<file path="src/rtl/perc_pkg.sv">
package perc_pkg;

    // Width of a signed sum of n terms, each a signed w-bit value.
    function automatic int sum_width(input int n, input int w);
        return w + $clog2(n) + 1;
    endfunction

endpackage

</file>
<file path="src/rtl/perc_dot.sv">
module perc_dot #(
    parameter int N  = 9,
    parameter int W  = 8,
    parameter int SW = 13
) (
    input  logic [N-1:0][W-1:0] w,
    input  logic [N-1:0]        x,
    output logic signed [SW-1:0] sum
);
    logic signed [SW-1:0] term [N];

    for (genvar i = 0; i < N; i++) begin : g_term
        logic signed [SW-1:0] ext;
        assign ext     = {{(SW-W){w[i][W-1]}}, w[i]};
        assign term[i] = x[i] ? ext : -ext;
    end

    always_comb begin
        sum = '0;
        for (int i = 0; i < N; i++) begin
            sum = sum + term[i];
        end
    end
endmodule

</file>
<file path="src/rtl/perc_step.sv">
module perc_step #(
    parameter int N      = 9,
    parameter int W      = 8,
    parameter int SW     = 13,
    parameter int THRESH = 20
) (
    input  logic [N-1:0][W-1:0] w,
    input  logic [N-1:0]        x,
    input  logic                taken,
    input  logic signed [SW-1:0] sum,
    output logic [N-1:0][W-1:0] w_next,
    output logic                train
);
    localparam logic [W-1:0] WMAX = {1'b0, {(W-1){1'b1}}};
    localparam logic [W-1:0] WMIN = {1'b1, {(W-1){1'b0}}};

    logic          guess;
    logic [SW-1:0] mag;

    assign guess = ~sum[SW-1];
    assign mag   = sum[SW-1] ? SW'(-sum) : SW'(sum);
    assign train = (guess != taken) || (mag <= SW'(THRESH));

    for (genvar i = 0; i < N; i++) begin : g_w
        logic agree;
        assign agree = (x[i] == taken);
        always_comb begin
            w_next[i] = w[i];
            if (train) begin
                if (agree) begin
                    if (w[i] != WMAX) w_next[i] = w[i] + 1'b1;
                end else begin
                    if (w[i] != WMIN) w_next[i] = w[i] - 1'b1;
                end
            end
        end
    end
endmodule

</file>
<file path="src/rtl/perc_bp.sv">
module perc_bp #(
    parameter int PC_W   = 32,
    parameter int A_BITS = 4,
    parameter int H_BITS = 4,
    parameter int W_BITS = 8,
    parameter int THRESH = 20
) (
    input  logic            clk,
    input  logic            rst_n,
    input  logic [PC_W-1:0] pred_pc,
    output logic            pred_taken,
    input  logic            upd_valid,
    input  logic [PC_W-1:0] upd_pc,
    input  logic            upd_taken
);
    localparam int N     = 1 + A_BITS + H_BITS;
    localparam int SUM_W = perc_pkg::sum_width(N, W_BITS);

    typedef struct packed {
        logic [H_BITS-1:0]             hist;
        logic [N-1:0][W_BITS-1:0]      w;
    } st_t;

    st_t st_d, st_q;

    logic [N-1:0]              px, ux;
    logic signed [SUM_W-1:0]   psum, usum;
    logic [N-1:0][W_BITS-1:0]  w_trained;
    logic                      train_en;

    assign px = {st_q.hist, pred_pc[A_BITS-1:0], 1'b1};
    assign ux = {st_q.hist, upd_pc[A_BITS-1:0], 1'b1};

    perc_dot #(.N(N), .W(W_BITS), .SW(SUM_W)) u_pdot (
        .w(st_q.w), .x(px), .sum(psum)
    );

    perc_dot #(.N(N), .W(W_BITS), .SW(SUM_W)) u_udot (
        .w(st_q.w), .x(ux), .sum(usum)
    );

    perc_step #(.N(N), .W(W_BITS), .SW(SUM_W), .THRESH(THRESH)) u_step (
        .w(st_q.w), .x(ux), .taken(upd_taken), .sum(usum),
        .w_next(w_trained), .train(train_en)
    );

    assign pred_taken = ~psum[SUM_W-1];

    always_comb begin
        st_d = st_q;
        if (upd_valid) begin
            st_d.w    = w_trained;
            st_d.hist = (st_q.hist << 1) | H_BITS'(upd_taken);
        end
    end

    always_ff @(posedge clk) begin
        if (!rst_n) st_q <= '0;
        else        st_q <= st_d;
    end
endmodule

</file>
<file path="config.mk">
export PLATFORM = sky130hd
export DESIGN_NAME = perc_bp
export DESIGN_NICKNAME = d
export VERILOG_FILES = /design/src/rtl/perc_pkg.sv /design/src/rtl/perc_dot.sv /design/src/rtl/perc_step.sv /design/src/rtl/perc_bp.sv
export SDC_FILE = /design/constraint.sdc
export NUM_CORES = 1
export LEC_CHECK = 0
export CAP_MARGIN = 10
export CELL_PAD_IN_SITES_DETAIL_PLACEMENT = 1
export CELL_PAD_IN_SITES_GLOBAL_PLACEMENT = 1
export CORE_UTILIZATION = 51
export DETAILED_ROUTE_END_ITERATION = 6
export DONT_BUFFER_PORTS = 1
export PLACE_DENSITY = 0.84
export SYNTH_ARGS = -nofsm -noshare
export SYNTH_HDL_FRONTEND = slang
export SYNTH_SLANG_ARGS = --single-unit
</file>
<file path="constraint.sdc">
create_clock -name clk -period 9.86 [get_ports clk]
set_input_delay 1.972 -clock clk [delete_from_list [all_inputs] [get_ports clk]]
set_output_delay 1.972 -clock clk [all_outputs]
set_load 0.02 [all_outputs]
</file>
==> flow_summary_export.csv <==
group,metric,value,unit
logic_synthesis,synth.distinct_cells,81,
clock_tree,cts_made_buffers,9,
routing,first_pass_iters,5,
setup_path,max_stage_delay,600,ps
routing,drtIter0Drc,720,
setup_path,critical_path_class,"reg -> reg",
logic_synthesis,synthCells,1475,
min_path,hold_end,"st_q[4]",
cells_and_area,nets,1742,
logic_synthesis,syn_area,0.01249,mm^2
routing,wire_per_inst,22.98,um
cells_and_area,drive_gt1_share,3.631,%
global_routing,globalRoute.totalOverflow,0,
placed_design,dpl-instance-area,0.01272,mm^2
sta,hold-worst-slack,539.4,ps
clock_tree,clk_pin_slew,70,ps
global_routing,antenna_found_initial,0,
clock_tree,clkSinkCount,76,
floorplanning,coreArea,0.02375,mm^2
min_path,min-delay-start,"st_q[4]",
flow_run,cap_viol_max_count,0,
global_routing,grt_pass1_vias,11760,
logic_synthesis,synth_seq_cells,76,
clock_tree,cts_root_buf,"clkbuf_16",
routing,vias_per_cell,6.177,
sta,setup_viol,0,
routing,routed_wirelength,40.24,mm
sta,worst_slew_pin_slew,968.5,ps
logic_synthesis,ys_seq_area_share,12.18,%
routing,drc,0,
cells_and_area,area_growth,4.406,%
global_routing,grt_max_degree,74,
sta,slew-limit-headroom,35.22,%
sta,finalCritPeriodShare,90.41,%
clock_tree,hold_buffers,0,
logic_synthesis,syn_area_per_cell,8.471,um^2
logic_synthesis,synth_enable_flop_cells,0,
setup_path,rrSetupSlack,950,ps
cells_and_area,post-route-util,54.92,%
min_path,hold_class,"reg -> reg",
setup_path,end_kind,"register",
logic_synthesis,yosysWarnings,0,
setup_path,cp.required,10140,ps
global_routing,grt_pass1_wl,63.76,mm
min_path,hold_depth,2,
logic_synthesis,ys.flop_type,"dfxtp_1",
setup_path,timing.rr.end,"st_q[39]",
clock_tree,cts_tree,"yes",
routing,ant_nets,0,
logic_synthesis,async_flop_share,0,%
clock_tree,htreeDepth,3,
setup_path,worstSetupStartpointType,"register",
sta,rsz0062_at_grt,"false",
floorplanning,die_area,0.02513,mm^2
floorplanning,die_y,158.5,um
clock_tree,post_cts_buffers,0,
placed_design,gp_congestion,0.9077,
routing,vias,10820,
setup_path,crit_fanout,10,
sta,clock_skew,16.71,ps
sta,maxSlewViolCount,0,
placed_design,dp_hpwl,31.99,mm
cells_and_area,diodes,0,
cells_and_area,fin_area,0.01305,mm^2
setup_path,cp_cell_sequence,"nor3_1, nor3b_1, nor3b_1, nor3_1, nor2_1, fa_1, fa_1, inv_1, fa_1, inv_1, fa_1, inv_1, ha_1, nor2b_1, a221o_1, a211oi_1, nand2_1, or4_1, o31a_1, a21oi_2, buf_4, o211ai_1, or4_1, a21oi_1",
outcome,status,"completed",
logic_synthesis,synth_top_area_share,24.67,%
floorplanning,rows,56,
floorplanning,dieWidth,158.5,um
clock_tree,cts_resized,0,
setup_path,crit_arrival,9200,ps
logic_synthesis,syn_nets,1790,
global_routing,grt_usage,33.95,%
floorplanning,initial_core_util,52.60,%
sta,min_period,8915,ps
clock_tree,worstSkewPairLatency,370,ps
logic_synthesis,yosys.area.top_type,"fa_1",
sta,fmax,112.2,MHz
setup_path,crit_top_cell,"fa_1",
setup_path,slowest_stage,"or4_1",
logic_synthesis,synth_area_leaders,"fa_1 (25%), dfxtp_1 (12%), ha_1 (9.3%)",
sta,setup_tns,0,ps
sta,hold_violations,0,
placed_design,placement.io_buffers,0,
clock_tree,cts_buffer_depth,2,
setup_path,r2r_cells,24,
floorplanning,num_io_pins,69,
setup_path,r2r-start,"st_q[33]",
## worst max path at each step
stage | from | endpoint | slack [ps] | cells past startpoint
final | st_q[33] | st_q[39] | 950 | 24
after global routing | st_q[33] | st_q[39] | 500 | 24
after CTS | st_q[33] | st_q[39] | 1140 | 24
after detailed placement | upd_pc[3] | st_q[41] | 880 | 23
after global placement | upd_pc[0] | st_q[47] | 960 | 23
after floorplan | pred_pc[2] | pred_taken | 1550 | 19
## per-stage QoR
step	setup WS, ps	cells
after floorplan	1548	1475
after global routing	497.4	1751
after CTS	1141	1751
final	945.1	1751
after detailed placement	884.6	1735
after global placement	963.1	1735
## flip-flops by register name, indices dropped and copies added (netlist names)
register and count:
st_q 72, px 4
## area by class of cell
cell class                 count  area [um^2]
fill                        2797        10710
multi-input combinational   1114         9910
sequential                    76         1521
inverter                     218        818.3
tap                          319        399.1
clock buffer                   9        225.2
clock inverter                 7        98.84
timing repair buffer           8        72.57
## cell families (layout without fill, tap and decap cells)
group | after synthesis | count (layout) | synth area share [%]
adder cells (fa/ha/maj) | 247 | 247 | 33.99
multiplexers | 24 | 24 | 1.963
AO/OA/AOI/OAI | 371 | 371 | 18.55
AND/OR/NAND/NOR | 312 | 312 | 12.96
buffers and inverters | 285 | 242 | 8.742
flip-flops | 76 | 76 | 12.18
XOR/XNOR | 160 | 160 | 11.63
## cell usage after synthesis (all sizes together), types with 5 or more instances
library cell  instances
a211oi               11
a21boi                5
a21o                 21
a21oi               153
a311oi                6
a31oi                 7
buf                  18
clkbuf               49
dfxtp                76
fa                  154
ha                   93
inv                 218
mux2i                20
nand2                23
nand2b                7
nand3                62
nand4                 6
nand4b                7
nor2                109
nor2b                 6
nor3                 39
nor3b                10
nor4                  7
o211a                 7
o211ai               11
o21a                 11
o21ai                71
o21bai               27
o31a                  7
o31ai                 9
or3                   5
or4                  13
xnor2               127
xor2                 30
## routing by layer
| metal | vias to the layer above | routed length, um | track usage, % |
|---|---|---|---|
| li1 | 4891 | - | - |
| met1 | 5490 | 15640 | 39.56 |
| met2 | 308 | 19830 | 57.87 |
| met3 | 127 | 2410 | 6.859 |
| met4 | 0 | 2360 | 19.78 |
| met5 | - | 0 | 0 |
## critical path: cells and delay by family (launching register included)
family	cells	cell delay, ps
buf+inv	4	480
simple gates	9	3310
flops	1	430
compound gates	6	2090
fa+ha+maj	5	2500
## layout by cell type, fill, tap and decap left out, drive strengths merged, types with 6 or more instances in the layout
cell    netlist  layout
nor2        109     109
clkbuf       49       9
nand4b        7       7
xor2         30      30
nor3b        10      10
nor2b         6       6
o21bai       27      27
nand4         6       6
a311oi        6       6
o31ai         9       9
o211ai       11      11
inv         218     219
ha           93      93
a211oi       11      11
nor3         39      39
nand2b        7       7
nand3        62      62
xnor2       127     127
mux2i        20      20
or4          13      13
a21oi       153     153
o21ai        71      71
nor4          7       7
o21a         11      11
a31oi         7       7
o31a          7       7
a21o         21      21
nand2        23      23
buf          18       8
dfxtp        76      76
fa          154     154
o211a         7       7
Power is not shown: default switching activity piles up to over one toggle a cycle in this logic, so the estimate is an artifact.
